--- src/rtl/pt_chan_pkg.sv ---
package pt_chan_pkg;
  parameter int PT_NUM = 8;
  parameter int DLY_W  = 16;

  typedef struct packed {
    logic [PT_NUM-1:0] fire;
    logic [PT_NUM-1:0] collide;
  } ptStrobe_t;
endpackage

--- src/rtl/pt_match_dp.sv ---
module pt_match_dp #(
  parameter int NUM = 8,
  parameter int W   = 16
) (
  input  logic [W-1:0]     cntVal,
  input  logic [NUM*W-1:0] ptDelay,
  output logic [NUM-1:0]   hitVec
);
  // One equality comparator per pre-trigger.
  for (genvar m = 0; m < NUM; m++) begin : g_cmp
    assign hitVec[m] = (cntVal == ptDelay[m*W +: W]);
  end
endmodule

--- src/rtl/pt_seq_ctrl.sv ---
module pt_seq_ctrl
  import pt_chan_pkg::*;
#(
  parameter int NUM = PT_NUM
) (
  input  logic           clk,
  input  logic           rstN,
  input  logic           trigStrobe,
  input  logic [NUM-1:0] ptEnable,
  input  logic [NUM-1:0] ptSelect,
  input  logic [NUM-1:0] hitVec,
  input  logic           convBusy,
  output logic [NUM-1:0] preTrig,
  output ptStrobe_t      strobes
);
  logic [NUM-1:0] armed;
  logic [NUM-1:0] fireNext;
  logic [NUM-1:0] lowerAny;

  // In the trigger cycle only bypass pre-triggers fire; in other cycles
  // only armed delayed pre-triggers whose delay matches the counter.
  always_comb begin
    if (trigStrobe) fireNext = ptEnable & ~ptSelect;
    else            fireNext = ptEnable & ptSelect & armed & hitVec;
  end

  always_ff @(posedge clk) begin
    if (!rstN) begin
      armed   <= '0;
      preTrig <= '0;
    end else begin
      preTrig <= fireNext;
      if (trigStrobe) armed <= '1;
      else            armed <= armed & ~fireNext;
    end
  end

  // Fixed priority: a strobe collides with any lower-numbered strobe.
  assign lowerAny[0] = 1'b0;
  for (genvar m = 1; m < NUM; m++) begin : g_prio
    assign lowerAny[m] = lowerAny[m-1] | preTrig[m-1];
  end

  assign strobes.fire    = preTrig;
  assign strobes.collide = preTrig & ({NUM{convBusy}} | lowerAny);
endmodule

--- src/rtl/pt_flag_dp.sv ---
module pt_flag_dp
  import pt_chan_pkg::*;
#(
  parameter int NUM = PT_NUM
) (
  input  logic           clk,
  input  logic           rstN,
  input  ptStrobe_t      strobes,
  input  logic [NUM-1:0] flagClear,
  input  logic [NUM-1:0] errClear,
  output logic [NUM-1:0] fireFlags,
  output logic [NUM-1:0] errFlags
);
  always_ff @(posedge clk) begin
    if (!rstN) begin
      fireFlags <= '0;
      errFlags  <= '0;
    end else begin
      // A set in the same cycle overrides the clear.
      fireFlags <= (fireFlags & ~flagClear) | strobes.fire;
      errFlags  <= (errFlags & ~errClear) | strobes.collide;
    end
  end
endmodule

--- src/rtl/pt_channel.sv ---
module pt_channel
  import pt_chan_pkg::*;
(
  input  logic                    clk,
  input  logic                    rstN,
  input  logic                    trigStrobe,
  input  logic [DLY_W-1:0]        cntVal,
  input  logic [PT_NUM*DLY_W-1:0] ptDelay,
  input  logic [PT_NUM-1:0]       ptEnable,
  input  logic [PT_NUM-1:0]       ptSelect,
  input  logic                    convBusy,
  input  logic [PT_NUM-1:0]       flagClear,
  input  logic [PT_NUM-1:0]       errClear,
  output logic [PT_NUM-1:0]       preTrig,
  output logic [PT_NUM-1:0]       fireFlags,
  output logic [PT_NUM-1:0]       errFlags
);
  localparam int NUM = PT_NUM;
  localparam int W   = DLY_W;

  logic [NUM-1:0] hitVec;
  ptStrobe_t      strobes;

  pt_match_dp #(.NUM(NUM), .W(W)) match_i (
    .cntVal (cntVal),
    .ptDelay(ptDelay),
    .hitVec (hitVec)
  );

  pt_seq_ctrl #(.NUM(NUM)) ctrl_i (
    .clk       (clk),
    .rstN      (rstN),
    .trigStrobe(trigStrobe),
    .ptEnable  (ptEnable),
    .ptSelect  (ptSelect),
    .hitVec    (hitVec),
    .convBusy  (convBusy),
    .preTrig   (preTrig),
    .strobes   (strobes)
  );

  pt_flag_dp #(.NUM(NUM)) flag_i (
    .clk      (clk),
    .rstN     (rstN),
    .strobes  (strobes),
    .flagClear(flagClear),
    .errClear (errClear),
    .fireFlags(fireFlags),
    .errFlags (errFlags)
  );
endmodule

--- config.mk ---
export PLATFORM = sky130hd
export DESIGN_NAME = pt_channel
export DESIGN_NICKNAME = d
export VERILOG_FILES = /design/src/rtl/pt_chan_pkg.sv /design/src/rtl/pt_match_dp.sv /design/src/rtl/pt_seq_ctrl.sv /design/src/rtl/pt_flag_dp.sv /design/src/rtl/pt_channel.sv
export SDC_FILE = /design/constraint.sdc
export NUM_CORES = 1
export LEC_CHECK = 0
export ABC_AREA = 1
export BUFFER_PORTS_ARGS = -buffer_cell sky130_fd_sc_hd__buf_2
export CORE_ASPECT_RATIO = 1.2
export CORE_MARGIN = 3
export CORE_UTILIZATION = 40
export CTS_CLUSTER_DIAMETER = 120
export DETAILED_ROUTE_END_ITERATION = 10
export GPL_TIMING_DRIVEN = 0
export PLACE_DENSITY = 0.83
export SETUP_SLACK_MARGIN = 0.1
export SLEW_MARGIN = 20
export SYNTH_ARGS = -nofsm -noshare
export SYNTH_HDL_FRONTEND = slang
export SYNTH_SLANG_ARGS = --single-unit
--- constraint.sdc ---
create_clock -name clk -period 1.2 [get_ports clk]
set_input_delay 0.24 -clock clk [delete_from_list [all_inputs] [get_ports clk]]
set_output_delay 0.24 -clock clk [all_outputs]
set_load 0.05 [all_outputs]
==> metrics.log <==
[metrics] Max-Slew Margin vs Limit: 0.587
[metrics] Final WS setup: -0.00820 ns
[metrics] share of synthesized flip-flops with an asynchronous set or reset: 0
[metrics] Post-Place Cells: 833
[metrics] net total in the final layout: 936
[metrics] share of synthesized area occupied by flip-flops and latches: 0.197
[metrics] Initial Util: 0.416
[metrics] arrival time at the worst endpoint: 1.38 ns
[metrics] wire length of the first global-routing pass: 17.9 mm
[metrics] via count of the first global-routing pass: 3865
[metrics] library cell occupying the most area in the post-synthesis netlist: sky130_fd_sc_hd__dfxtp_1
[metrics] Setup crit end kind: register
[metrics] final wirelength: 12.3 mm
[metrics] total design power: 3.45 mW
[metrics] Data required, critical path: 1.37 ns
[metrics] cells after synthesis: 548
[metrics] summed negative setup slack over all endpoints: -0.0108 ns
[metrics] Max Fclk: 0.828 GHz
[metrics] max_cap viols: 0
[metrics] power density of the placed cells: 725 nW/um^2
[metrics] r2r startpoint: ctrl_i.preTrig[1]
[metrics] worst hold path class: input port to register
[metrics] setup repair after global routing missed its margin: true
[metrics] crit-path cells: nor2_1 -> nand2_1 -> nor2_1 -> inv_2 -> nor2_4 -> nand3_2 -> o21ai_2 -> a21oi_1
[metrics] final hold viol count: 0
[metrics] remaining number of nets flagged by the antenna check after routing: 0
[metrics] clock buffers created by TritonCTS: 5
[metrics] prevailing post-synth register cell: sky130_fd_sc_hd__dfxtp_1
[metrics] Yosys top cell area share: 0.197
[metrics] worst setup path end: flag_i.errFlags[7]
[metrics] weighted congestion reported at the end of routability-driven placement: 0.953
[metrics] Post-Place Setup Slack: -0.234 ns
[metrics] Clock H-tree levels: 2
[metrics] Die Y: 105 microns
[metrics] Worst Path Class, Setup: register to register
[metrics] Syn Area/Cell: 5.92 sq um
[metrics] count of final setup violators: 2
[metrics] Min Clock Period, post-route: 1.21 ns
[metrics] number of buffers between clock root and the deepest sink: 2
[metrics] Critical Path Stages: 8
[metrics] post-synthesis instance area: 3250 sq um
[metrics] CTS tree: yes
[metrics] worst setup slack for register-to-register paths: -0.008 ns
[metrics] DRC viols: 0
[metrics] Setup Skew: 0.00219 ns
[metrics] half-perimeter wire length after detailed placement: 10.2 mm
[metrics] master of the slowest instance on the critical path: sky130_fd_sc_hd__dfxtp_4
[metrics] clock insertion delay at the later pin of the skew report: 0.28 ns
[metrics] number of flops mapped to enable cells by yosys: 0
[metrics] register bit total from synthesis: 32
[metrics] Routed WL per cell: 14.5 microns
[metrics] largest net degree at the start of global routing: 11
[metrics] post-route fraction of the period consumed by the critical path: 1.01
[metrics] number of top-level design ports: 204
[metrics] core box area: 7790 sq um
[metrics] violations in the final reports: setup timing
[metrics] width of the die: 88.2 microns
[metrics] sinks on the clock net: 32
[metrics] number of nets in the synthesized netlist: 728
[metrics] Syn-to-layout area delta: 46.8%
[metrics] Crit path largest cell delay: 0.35 ns
[metrics] distinct cell type count of the synthesized netlist: 26
[metrics] overall die area: 9240 sq um
[metrics] Crit Path Max Fanout: 3
[metrics] global route overflow: 0
[metrics] count of pins over their slew limit: 0
[metrics] total via count after detailed routing: 4110
[metrics] Leakage: 2.53 nW
[metrics] top cell family by delay on the critical path: simple AND/OR/NAND/NOR gates
[metrics] status: finished with violations
[metrics] leading cell types by total area after synthesis: sky130_fd_sc_hd__dfxtp_1, sky130_fd_sc_hd__nand2_1, sky130_fd_sc_hd__xor2_1
[metrics] most numerous cell on the critical path: sky130_fd_sc_hd__nor2_1
[metrics] slew at the pin closest to its max-slew limit: 0.620 ns
[metrics] diodes inserted: 0
[metrics] overall track demand over capacity in global routing: 0.248
[metrics] number of standard-cell rows in the floorplan: 35
[metrics] Vias/cell: 4.84
[metrics] Critical path origin: ctrl_i.preTrig[1]
[metrics] Layout Cells excl Fill: 849
[metrics] number of DRC markers in iteration 0: 120
[metrics] clock-pin slew reported for the worst setup and hold paths after clock tree synthesis: 0.06 ns
[metrics] detailed-router iteration count before antenna repair: 5
[metrics] number of cell instances on the worst register-to-register path: 8
[metrics] fraction of layout cells with a size suffix above 1: 0.403
[metrics] crit start category: register
[metrics] warnings from Yosys: 0
[metrics] clock root buffer: sky130_fd_sc_hd__clkbuf_8
[metrics] IR drop worst, VDD: 0.415 mV
[metrics] antenna violations before repair: 0
[metrics] Reg2Reg Capture Point: flag_i.errFlags[7]
[metrics] number of fillers in the final layout: 749
[metrics] buffering stage count on the worst path with inverters included: 1
[metrics] port buffer count: 193
-- power by group --
group / switching, mW / internal (mW)
clock: 0.391 / 0.648
sequential: 0.0262 / 1.10
combinational: 0.712 / 0.574
total: 1.13 / 2.32
-- repair_timing --
item / CTS / global route
setup endpoints to repair: 36 / 22
setup buffers: 4 / 2
pin swaps: 26 / 23
hold buffers: 0 / 0
cloned: 0 / 2
resized for setup: 46 / 40
-- worst reg2reg max path, delay by kind of cell (launching register included) --
kind	cells	cell delay [ns]
AO/OA/AOI/OAI	2	0.19
buffers and inverters	1	0.07
flip-flops	1	0.35
AND/OR/NAND/NOR	5	0.50
-- stage by stage --
stage          hold slack (ns)   util  instance area (sq um)
5_1_grt                  0.235  0.611                   4760
2_1_floorplan            0.389      -                   3260
6_report                 0.221  0.611                   4760
3_3_place_gp             0.448  0.557                   4340
3_5_place_dp             0.454  0.557                   4340
4_1_cts                  0.202  0.592                   4610
-- cells by family after synthesis --
group                     synth area share
AOI/OAI and AO/OA                    0.129
xor gates and xnor gates             0.151
buffers and inverters                0.143
DFF                                  0.197
and+or+nand+nor                      0.380
-- state kept, by name, summed over array words and instances, names as in the netlist --
signal / count
ctrl_i.armed: 8
ctrl_i.preTrig: 8
flag_i.errFlags: 8
flag_i.fireFlags: 8
-- synthesized netlist by cell type (10+ instances only) --
master	number
sky130_fd_sc_hd__o21ai_1	27
sky130_fd_sc_hd__dfxtp_1	32
sky130_fd_sc_hd__xor2_1	46
sky130_fd_sc_hd__o21ai_0	20
sky130_fd_sc_hd__nor2_1	66
sky130_fd_sc_hd__buf_4	11
sky130_fd_sc_hd__inv_1	66
sky130_fd_sc_hd__inv_2	12
sky130_fd_sc_hd__nand4_1	11
sky130_fd_sc_hd__nand2_1	164
sky130_fd_sc_hd__xnor2_1	10
sky130_fd_sc_hd__a21oi_1	26
-- placed cells by master, fill, tap and decap left out --
| cell | Yosys | final |
|---|---|---|
| sky130_fd_sc_hd__xnor2_1 | 10 | 10 |
| sky130_fd_sc_hd__inv_1 | 66 | 64 |
| sky130_fd_sc_hd__nand2_1 | 164 | 160 |
| sky130_fd_sc_hd__nand3b_1 | 7 | 7 |
| sky130_fd_sc_hd__buf_1 | 2 | 2 |
| sky130_fd_sc_hd__clkbuf_1 | 1 | 1 |
| sky130_fd_sc_hd__o21ai_0 | 20 | 18 |
| sky130_fd_sc_hd__inv_6 | 1 | 1 |
| sky130_fd_sc_hd__nor2_2 | 8 | 14 |
| sky130_fd_sc_hd__o21ai_2 | 0 | 2 |
| sky130_fd_sc_hd__buf_8 | 0 | 2 |
| sky130_fd_sc_hd__nand4_1 | 11 | 11 |
| sky130_fd_sc_hd__dfxtp_2 | 0 | 14 |
| sky130_fd_sc_hd__inv_8 | 0 | 1 |
| sky130_fd_sc_hd__xor2_1 | 46 | 46 |
| sky130_fd_sc_hd__or2_1 | 4 | 4 |
| sky130_fd_sc_hd__clkbuf_4 | 0 | 2 |
| sky130_fd_sc_hd__inv_4 | 0 | 1 |
| sky130_fd_sc_hd__a21oi_2 | 6 | 10 |
| sky130_fd_sc_hd__dfxtp_4 | 0 | 2 |
| sky130_fd_sc_hd__clkbuf_16 | 0 | 2 |
| sky130_fd_sc_hd__buf_6 | 6 | 15 |
| sky130_fd_sc_hd__nor2_1 | 66 | 58 |
| sky130_fd_sc_hd__nand3_1 | 8 | 4 |
| sky130_fd_sc_hd__inv_2 | 12 | 12 |
| sky130_fd_sc_hd__nor2_4 | 0 | 2 |
| sky130_fd_sc_hd__nor3_2 | 2 | 3 |
| sky130_fd_sc_hd__nand3_2 | 6 | 10 |
| sky130_fd_sc_hd__o21ai_1 | 27 | 27 |
| sky130_fd_sc_hd__nor3_4 | 2 | 2 |
| sky130_fd_sc_hd__a21oi_1 | 26 | 22 |
| sky130_fd_sc_hd__nor3_1 | 3 | 2 |
| sky130_fd_sc_hd__nand2_2 | 1 | 5 |
| sky130_fd_sc_hd__dfxtp_1 | 32 | 16 |
| sky130_fd_sc_hd__buf_4 | 11 | 32 |
| sky130_fd_sc_hd__buf_2 | 0 | 166 |
| sky130_fd_sc_hd__clkbuf_8 | 0 | 7 |
-- area by class of cell --
cell class	instances	area [sq um]	area share
Tap cell	92	115	0.0242
Sequential cell	32	666	0.140
Clock buffer	8	121	0.0255
Buffer	20	176	0.0370
Multi-Input combinational cell	417	2230	0.468
Timing Repair Buffer	201	1140	0.240
Inverter	79	312	0.0654
-- metal layers --
layer	wire (microns)	GRT usage	vias up
met3	917	0.0426	22
met4	275	0.0799	0
met1	4610	0.274	1802
met2	6530	0.463	182
met5	0	0	-
li1	-	-	2104
-- how the worst min path moves through the flow --
stage	from	to	slack, ns	cells after the start
floorplan	convBusy	flag_i.errFlags[0]	0.39	2
global placement	flag_i.errFlags[0]	flag_i.errFlags[0]	0.45	2
detailed placement	flag_i.errFlags[4]	flag_i.errFlags[4]	0.45	2
CTS	errClear[0]	flag_i.errFlags[0]	0.20	4
global route	errClear[6]	flag_i.errFlags[6]	0.24	4
finish	flagClear[4]	flag_i.fireFlags[4]	0.22	4
Power figures use the tool's default switching activity.
